**config.mk**
```make
export PLATFORM = sky130hd
export DESIGN_NAME = vmix_blend_limit
export DESIGN_NICKNAME = d
export VERILOG_FILES = /design/src/rtl/vmix_pkg.sv /design/src/rtl/vmix_regs.sv /design/src/rtl/vmix_blend_stage.sv /design/src/rtl/vmix_limit_stage.sv /design/src/rtl/vmix_blend_limit.sv
export SDC_FILE = /design/constraint.sdc
export NUM_CORES = 1
export LEC_CHECK = 0
export ABC_CLOCK_PERIOD_IN_PS = 11000
export BUFFER_PORTS_ARGS = -buffer_cell sky130_fd_sc_hd__buf_4
export CAP_MARGIN = 20
export CORE_MARGIN = 2
export CORE_UTILIZATION = 50
export DETAILED_ROUTE_END_ITERATION = 6
export HOLD_SLACK_MARGIN = 0.06
export PLACE_DENSITY = 0.68
export REMOVE_ABC_BUFFERS = 1
export SYNTH_ARGS = -nofsm -noshare
export SYNTH_HDL_FRONTEND = slang
export SYNTH_HIERARCHICAL = 1
export SYNTH_SLANG_ARGS = --single-unit
```
**constraint.sdc**
```tcl
create_clock -name clk -period 11 [get_ports clk]
set_input_delay 1.65 -clock clk [delete_from_list [all_inputs] [get_ports clk]]
set_output_delay 1.65 -clock clk [all_outputs]
set_load 0.01 [all_outputs]
```
**src/rtl/vmix_pkg.sv**
```systemverilog
package vmix_pkg;

    localparam int CW      = 8;
    localparam int NCOMP   = 3;
    localparam int REG_W   = 32;
    localparam int AFRAC   = 8;
    localparam int AW      = AFRAC + 1;
    localparam int ACC_W   = CW + AW + 1;
    localparam int CODE_LSB   = 0;
    localparam int BLEND_BIT  = 16;
    localparam int LIMIT_BIT  = 17;

    typedef logic [CW-1:0]           comp_t;
    typedef comp_t [NCOMP-1:0]       pix_t;   // [0]=Y, [1]=Cb, [2]=Cr
    typedef logic [AW-1:0]           alpha_t;

    typedef struct packed {
        logic        lim_en;
        logic        blend_en;
        logic [7:0]  code;
    } mix_cfg_t;

    typedef struct packed {
        comp_t y_hi;
        comp_t y_lo;
        comp_t c_hi;
        comp_t c_lo;
    } lim_bounds_t;

    localparam mix_cfg_t    CFG_RST    = '{lim_en: 1'b0, blend_en: 1'b0, code: 8'h00};
    localparam lim_bounds_t BOUNDS_RST = '{y_hi: 8'hEB, y_lo: 8'h10, c_hi: 8'hF0, c_lo: 8'h10};

    function automatic mix_cfg_t cfg_unpack(input logic [REG_W-1:0] w);
        mix_cfg_t c;
        c.lim_en   = w[LIMIT_BIT];
        c.blend_en = w[BLEND_BIT];
        c.code     = w[CODE_LSB +: 8];
        return c;
    endfunction

    function automatic logic [REG_W-1:0] cfg_pack(input mix_cfg_t c);
        logic [REG_W-1:0] w;
        w = '0;
        w[LIMIT_BIT]      = c.lim_en;
        w[BLEND_BIT]      = c.blend_en;
        w[CODE_LSB +: 8]  = c.code;
        return w;
    endfunction

    function automatic alpha_t alpha_of(input logic [7:0] code);
        return (code == 8'd0) ? alpha_t'(0) : alpha_t'(code) + alpha_t'(1);
    endfunction

    function automatic comp_t blend_comp(input alpha_t a, input comp_t v, input comp_t l);
        logic [ACC_W-1:0] acc;
        alpha_t           inv;
        inv = alpha_t'(1 << AFRAC) - a;
        acc = ACC_W'(a) * ACC_W'(v) + ACC_W'(inv) * ACC_W'(l)
            + ACC_W'(1 << (AFRAC - 1));
        return acc[AFRAC +: CW];
    endfunction

    function automatic comp_t clamp_comp(input comp_t x, input comp_t lo, input comp_t hi);
        if (lo > hi)      return hi;
        else if (x < lo)  return lo;
        else if (x > hi)  return hi;
        else              return x;
    endfunction

endpackage

```
**src/rtl/vmix_regs.sv**
```systemverilog
module vmix_regs
    import vmix_pkg::*;
(
    input  logic             clk,
    input  logic             rst,
    input  logic             we,
    input  logic             sel,
    input  logic [REG_W-1:0] wdata,
    input  logic             frame_sync,
    output logic [REG_W-1:0] rdata,
    output mix_cfg_t         act_cfg,
    output lim_bounds_t      act_bounds
);

    mix_cfg_t    pend_cfg;
    lim_bounds_t pend_bounds;

    always_ff @(posedge clk) begin
        if (rst) begin
            pend_cfg    <= CFG_RST;
            pend_bounds <= BOUNDS_RST;
            act_cfg     <= CFG_RST;
            act_bounds  <= BOUNDS_RST;
        end else begin
            if (frame_sync) begin
                act_cfg    <= pend_cfg;
                act_bounds <= pend_bounds;
            end
            if (we) begin
                if (sel) pend_bounds <= lim_bounds_t'(wdata);
                else     pend_cfg    <= cfg_unpack(wdata);
            end
        end
    end

    always_comb begin
        rdata = sel ? REG_W'(pend_bounds) : cfg_pack(pend_cfg);
    end

    // active copy is frozen between syncs
    p_hold_between_sync_r3: assert property (@(posedge clk) disable iff (rst)
        !frame_sync |=> ($stable(act_cfg) && $stable(act_bounds)));

    // sync loads the pending values seen before the edge
    p_load_on_sync_r4: assert property (@(posedge clk) disable iff (rst)
        frame_sync |=> (act_cfg == $past(pend_cfg) && act_bounds == $past(pend_bounds)));

endmodule

```
**src/rtl/vmix_blend_stage.sv**
```systemverilog
module vmix_blend_stage
    import vmix_pkg::*;
(
    input  logic        clk,
    input  logic        rst,
    input  logic        in_valid,
    input  pix_t        vid,
    input  pix_t        low,
    input  mix_cfg_t    cfg,
    input  lim_bounds_t bounds,
    output logic        o_valid,
    output pix_t        o_pix,
    output logic        o_lim_en,
    output lim_bounds_t o_bounds
);

    alpha_t alpha;
    pix_t   mixed;

    always_comb alpha = alpha_of(cfg.code);

    for (genvar i = 0; i < NCOMP; i++) begin : g_comp
        always_comb begin
            mixed[i] = cfg.blend_en ? blend_comp(alpha, vid[i], low[i]) : vid[i];
        end
    end

    always_ff @(posedge clk) begin
        if (rst) begin
            o_valid  <= 1'b0;
            o_pix    <= '0;
            o_lim_en <= 1'b0;
            o_bounds <= BOUNDS_RST;
        end else begin
            o_valid  <= in_valid;
            o_pix    <= mixed;
            o_lim_en <= cfg.lim_en;
            o_bounds <= bounds;
        end
    end

    // blend disabled replaces lower layer by video
    p_bypass_r5: assert property (@(posedge clk) disable iff (rst)
        (in_valid && !cfg.blend_en) |=> (o_pix == $past(vid)));

    // code zero is fully transparent
    p_transparent_r6: assert property (@(posedge clk) disable iff (rst)
        (in_valid && cfg.blend_en && cfg.code == 8'h00) |=> (o_pix == $past(low)));

    // top code is fully opaque
    p_opaque_r7: assert property (@(posedge clk) disable iff (rst)
        (in_valid && cfg.blend_en && cfg.code == 8'hFF) |=> (o_pix == $past(vid)));

endmodule

```
**src/rtl/vmix_limit_stage.sv**
```systemverilog
module vmix_limit_stage
    import vmix_pkg::*;
(
    input  logic        clk,
    input  logic        rst,
    input  logic        in_valid,
    input  pix_t        in_pix,
    input  logic        lim_en,
    input  lim_bounds_t bounds,
    output logic        out_valid,
    output pix_t        out_pix
);

    pix_t limited;

    for (genvar i = 0; i < NCOMP; i++) begin : g_comp
        comp_t lo, hi;
        always_comb begin
            lo = (i == 0) ? bounds.y_lo : bounds.c_lo;
            hi = (i == 0) ? bounds.y_hi : bounds.c_hi;
            limited[i] = lim_en ? clamp_comp(in_pix[i], lo, hi) : in_pix[i];
        end
    end

    always_ff @(posedge clk) begin
        if (rst) begin
            out_valid <= 1'b0;
            out_pix   <= '0;
        end else begin
            out_valid <= in_valid;
            out_pix   <= limited;
        end
    end

    // luma lands inside well-formed bounds
    p_luma_range_r8: assert property (@(posedge clk) disable iff (rst)
        (in_valid && lim_en && bounds.y_lo <= bounds.y_hi) |=>
        (out_pix[0] >= $past(bounds.y_lo) && out_pix[0] <= $past(bounds.y_hi)));

    // inverted luma bounds force the upper bound
    p_inverted_r9: assert property (@(posedge clk) disable iff (rst)
        (in_valid && lim_en && bounds.y_lo > bounds.y_hi) |=>
        (out_pix[0] == $past(bounds.y_hi)));

    // limiter off leaves the pixel untouched
    p_passthru_r10: assert property (@(posedge clk) disable iff (rst)
        (in_valid && !lim_en) |=> (out_pix == $past(in_pix)));

endmodule

```
**src/rtl/vmix_blend_limit.sv**
```systemverilog
module vmix_blend_limit
    import vmix_pkg::*;
(
    input  logic             clk,
    input  logic             rst,
    input  logic             reg_we,
    input  logic             reg_sel,
    input  logic [REG_W-1:0] reg_wdata,
    output logic [REG_W-1:0] reg_rdata,
    input  logic             frame_sync,
    input  logic             pix_valid,
    input  logic [CW-1:0]    vid_y,
    input  logic [CW-1:0]    vid_cb,
    input  logic [CW-1:0]    vid_cr,
    input  logic [CW-1:0]    low_y,
    input  logic [CW-1:0]    low_cb,
    input  logic [CW-1:0]    low_cr,
    output logic             out_valid,
    output logic [CW-1:0]    out_y,
    output logic [CW-1:0]    out_cb,
    output logic [CW-1:0]    out_cr
);

    mix_cfg_t    act_cfg;
    lim_bounds_t act_bounds;
    pix_t        vid_pix, low_pix, mid_pix, fin_pix;
    logic        mid_valid, mid_lim_en;
    lim_bounds_t mid_bounds;

    always_comb begin
        vid_pix = '{vid_cr, vid_cb, vid_y};
        low_pix = '{low_cr, low_cb, low_y};
    end

    vmix_regs u_regs (
        .clk        (clk),
        .rst        (rst),
        .we         (reg_we),
        .sel        (reg_sel),
        .wdata      (reg_wdata),
        .frame_sync (frame_sync),
        .rdata      (reg_rdata),
        .act_cfg    (act_cfg),
        .act_bounds (act_bounds)
    );

    vmix_blend_stage u_blend (
        .clk      (clk),
        .rst      (rst),
        .in_valid (pix_valid),
        .vid      (vid_pix),
        .low      (low_pix),
        .cfg      (act_cfg),
        .bounds   (act_bounds),
        .o_valid  (mid_valid),
        .o_pix    (mid_pix),
        .o_lim_en (mid_lim_en),
        .o_bounds (mid_bounds)
    );

    vmix_limit_stage u_limit (
        .clk       (clk),
        .rst       (rst),
        .in_valid  (mid_valid),
        .in_pix    (mid_pix),
        .lim_en    (mid_lim_en),
        .bounds    (mid_bounds),
        .out_valid (out_valid),
        .out_pix   (fin_pix)
    );

    always_comb begin
        out_y  = fin_pix[0];
        out_cb = fin_pix[1];
        out_cr = fin_pix[2];
    end

    // valid travels through both stages, one cycle each
    p_latency_r11: assert property (@(posedge clk) disable iff (rst)
        pix_valid |=> mid_valid);
    p_latency_out_r11: assert property (@(posedge clk) disable iff (rst)
        mid_valid |=> out_valid);
    p_no_spurious_r11: assert property (@(posedge clk) disable iff (rst)
        !mid_valid |=> !out_valid);

    // a pixel takes its limiter setup from launch time
    p_cfg_capture_r12: assert property (@(posedge clk) disable iff (rst)
        pix_valid |=> (mid_lim_en == $past(act_cfg.lim_en) && mid_bounds == $past(act_bounds)));

endmodule

```
==> out/qor.csv <==
stage,metric,value,unit
clocking,postcts setup bufs,0,
critical_path,Setup crit start kind,register,
power_and_ir_drop,sw power,0.00231,W
synthesis,Avg Synthesized Cell Area,8.98,um2
synthesis,Synth top cells by count,"inv_1, fa_1, ha_1, and2_1, nand2_1",
cells_and_area,layout cell share with drive strength beyond 1,0.0982,
synthesis,multiplexer share of the synthesized area,0.0401,
synthesis,largest family of logic cells by synthesized area,adder cells,
synthesis,"Warnings, synthesis",6,
critical_path,cell family with the largest share of critical-path delay,adder cells,
timing,final slew viol count,0,
power_and_ir_drop,Comb pwr share,0.738,
drt,WL per Instance,17.0,um
synthesis,number of synthesized flops with an enable pin,0,
critical_path,CP required,11.34,ns
synthesis,"Distinct cells, synth",77,
hold_path,worst hold path class,register to register,
drt,Vias per Instance,5.31,
timing,Worst slew margin,0.233,
clocking,Max clock buf depth,2,
outcome,status,finished clean,
run,Max-cap violations,0,
clocking,clk_lat worst skew,0.44,ns
critical_path,CP Buf/Inv Count,8,
timing,final setup vio count,0,
synthesis,number of synthesized register bits,167,
floorplanning,I/O pin count,143,
drt,Via Count,17100,
timing,RSZ-0062 raised after global routing,false,
timing,measured slew at the worst slew-check pin,1.14,ns
placement,Post-Place Setup Slack,2.62,ns
floorplanning,Die ar.,0.0474,mm2
drt,initial DRC count,953,
power_and_ir_drop,Leak Pwr,12.5,nW
critical_path,Worst path slowest cell,fa_1,
power_and_ir_drop,PD cells,194,mW/mm2
power_and_ir_drop,Pint,0.00251,W
critical_path,WP data arrival,8.76,ns
synthesis,Synth Area in XOR/XNOR,0.0219,
global_route,antenna violations before repair,0,
synthesis,most frequent cell after synthesis,inv_1,
clocking,cts repair resizes,0,
synthesis,top_reg_cell synth,dfxtp_1,
critical_path,worst setup path start,u_regs/act_cfg[0]$_SDFFE_PP0P_,
global_route,vias in the first global route,18000,
drt,Residual DRC,0,
critical_path,max incr delay on CP,0.57,ns
drt,drt first pass iters,5,
synthesis,compound-gate portion of the synthesized area,0.0803,
critical_path,Crit. End Element,register,
clocking,clk slew on worst S/H paths,0.07,ns
synthesis,cell type with the largest total area after synthesis,fa_1,
synthesis,register area share after synthesis,0.146,
timing,post-route setup slack,2.58,ns
floorplanning,Chip Height,218,um
cells_and_area,nets,3260,
clocking,hold_buf cts,0,
timing,Final Hold Fails,0,
critical_path,origin of the critical flop-to-flop path,u_regs/act_cfg[0]$_SDFFE_PP0P_,
timing,final worst path period share,0.766,
floorplanning,row count,78,
power_and_ir_drop,Sw Share,0.479,
timing,Max Freq,119,MHz
global_route,gr usage total,0.240,
drt,DRT antenna net count,0,
global_route,pin count of the biggest net entering global routing,99,
power_and_ir_drop,Clk network pwr share,0.121,
power_and_ir_drop,VDD IR-drop max,0.000161,V
placement,post-DP HPWL,42.2,mm
synthesis,top post-synthesis cells by area,"fa_1, dfxtp_1, ha_1",
floorplanning,starting density of the core,0.505,
clocking,CTS Buf Count,17,
critical_path,WS Path Type,register to register,
synthesis,synthesized area,0.0228,mm2
synthesis,area share of the largest cell type after synthesis,0.279,
critical_path,CP Max Fanout,24,
hold_path,HP Start,u_regs/act_bounds[27]$_SDFFE_PP1P_,
placement,Port Buffers,142,
clocking,H-tree Lvls,4,
clocking,CTS tree,built,
floorplanning,Die Wd,218,um
timing,skew final,0.0123,ns
global_route,first-pass GRT wire length,91.0,mm
synthesis,Synth Area in Adders,0.417,
synthesis,Syn Inst Count,2542,
placement,Final Wtd Congestion,0.868,
drt,final wirelength,54.7,mm
timing,fin crit period,8.42,ns
floorplanning,core area,0.0452,mm2
synthesis,post-synthesis async set-or-reset flop share,0,
synthesis,Simple-Gate Fraction of Synth Area,0.188,
timing,Final TNS setup,0,ns
clocking,CTS sink cnt,167,
global_route,grt total ovfl,0,
cells_and_area,area delta synth->final,8.77,%
power_and_ir_drop,sequential power share,0.140,
clocking,clock root cell,clkbuf_16,
flip-flops by register name (all words and copies together), names as in the netlist:
signal,cells
u_blend/o_pix,24
u_blend/o_lim_en,1
u_regs/pend_cfg,10
u_regs/act_cfg,10
u_limit/out_pix,24
u_regs/pend_bounds,32
u_blend/o_valid,1
u_blend/o_bounds,32
u_limit/out_valid,1
u_regs/act_bounds,32
per-stage QoR:
stage	std cells	instance area (um2)	total power [W]	hold WS [ns]	utilization
6_report	3217	24800	0.00483	0.430	0.550
5_1_grt	3216	24800	0.00538	0.446	0.550
4_1_cts	3214	24800	0.00485	0.435	0.549
3_5_place_dp	3182	24200	0.00423	0.418	0.536
3_3_place_gp	3182	24200	0.00414	0.411	0.536
2_1_floorplan	2421	22200	0.00336	0.406	-
cell usage in the layout (no fill, tap or decap), drive strengths merged, types with 66 or more instances in the layout:
| cell type | instances |
|---|---|
| fa | 318 |
| nand2 | 220 |
| inv | 489 |
| buf | 163 |
| nor2b | 84 |
| nor2 | 90 |
| dfxtp | 167 |
| ha | 253 |
| mux2i | 78 |
| a21oi | 66 |
| and2 | 247 |
cell type report:
cell class,count,area [um2]
clock buffer,18,429
clock inverter,14,148
sequential,167,3340
multi-input combinational,1768,17100
antenna,1,2.50
inverter,486,1820
timing repair buffer,163,1220
tap,600,751
fill,4101,20400
path summary, 6_finish.rpt:
kind                                     end  slack, ns  cells after the start
max              u_blend/o_pix[7]$_SDFF_PP0_       2.58                     29
min          u_blend/o_bounds[27]$_SDFF_PP1_       0.43                      1
max reg2reg      u_blend/o_pix[7]$_SDFF_PP0_       2.58                     29
min reg2reg  u_blend/o_bounds[27]$_SDFF_PP1_       0.43                      1
worst register-to-register path, delay by kind of cell (launching register included):
family | cells | cell delay [ns]
adder cells (fa/ha/maj) | 9 | 3.63
AND/OR/NAND/NOR | 6 | 1.44
AO/OA/AOI/OAI | 4 | 1.15
buffers and inverters | 8 | 1.02
XOR/XNOR | 2 | 0.56
flip-flops | 1 | 0.53
power by group through the flow:
stage                     logic (W)  clock network [W]  registers (W)
after floorplan             0.00267                  0       0.000684
after global placement      0.00345                  0       0.000691
after detailed placement    0.00354                  0       0.000692
after CTS                   0.00358           0.000599       0.000678
after global routing        0.00407           0.000625       0.000682
final                       0.00356           0.000586       0.000678
layer usage:
metal,GRT usage,up-vias,routed length (um)
met2,0.416,364,27300
met4,0.0813,0,1430
li1,-,8073,-
met3,0.0264,86,2040
met1,0.311,8552,23900
met5,0,-,0
cell families after synthesis:
kind of cell,after synthesis
compound gates,244
buf+inv,607
flops,167
simple gates,806
xor+xnor,57
mux,90
fa+ha+maj,571
(Power assumes the default switching activity.)
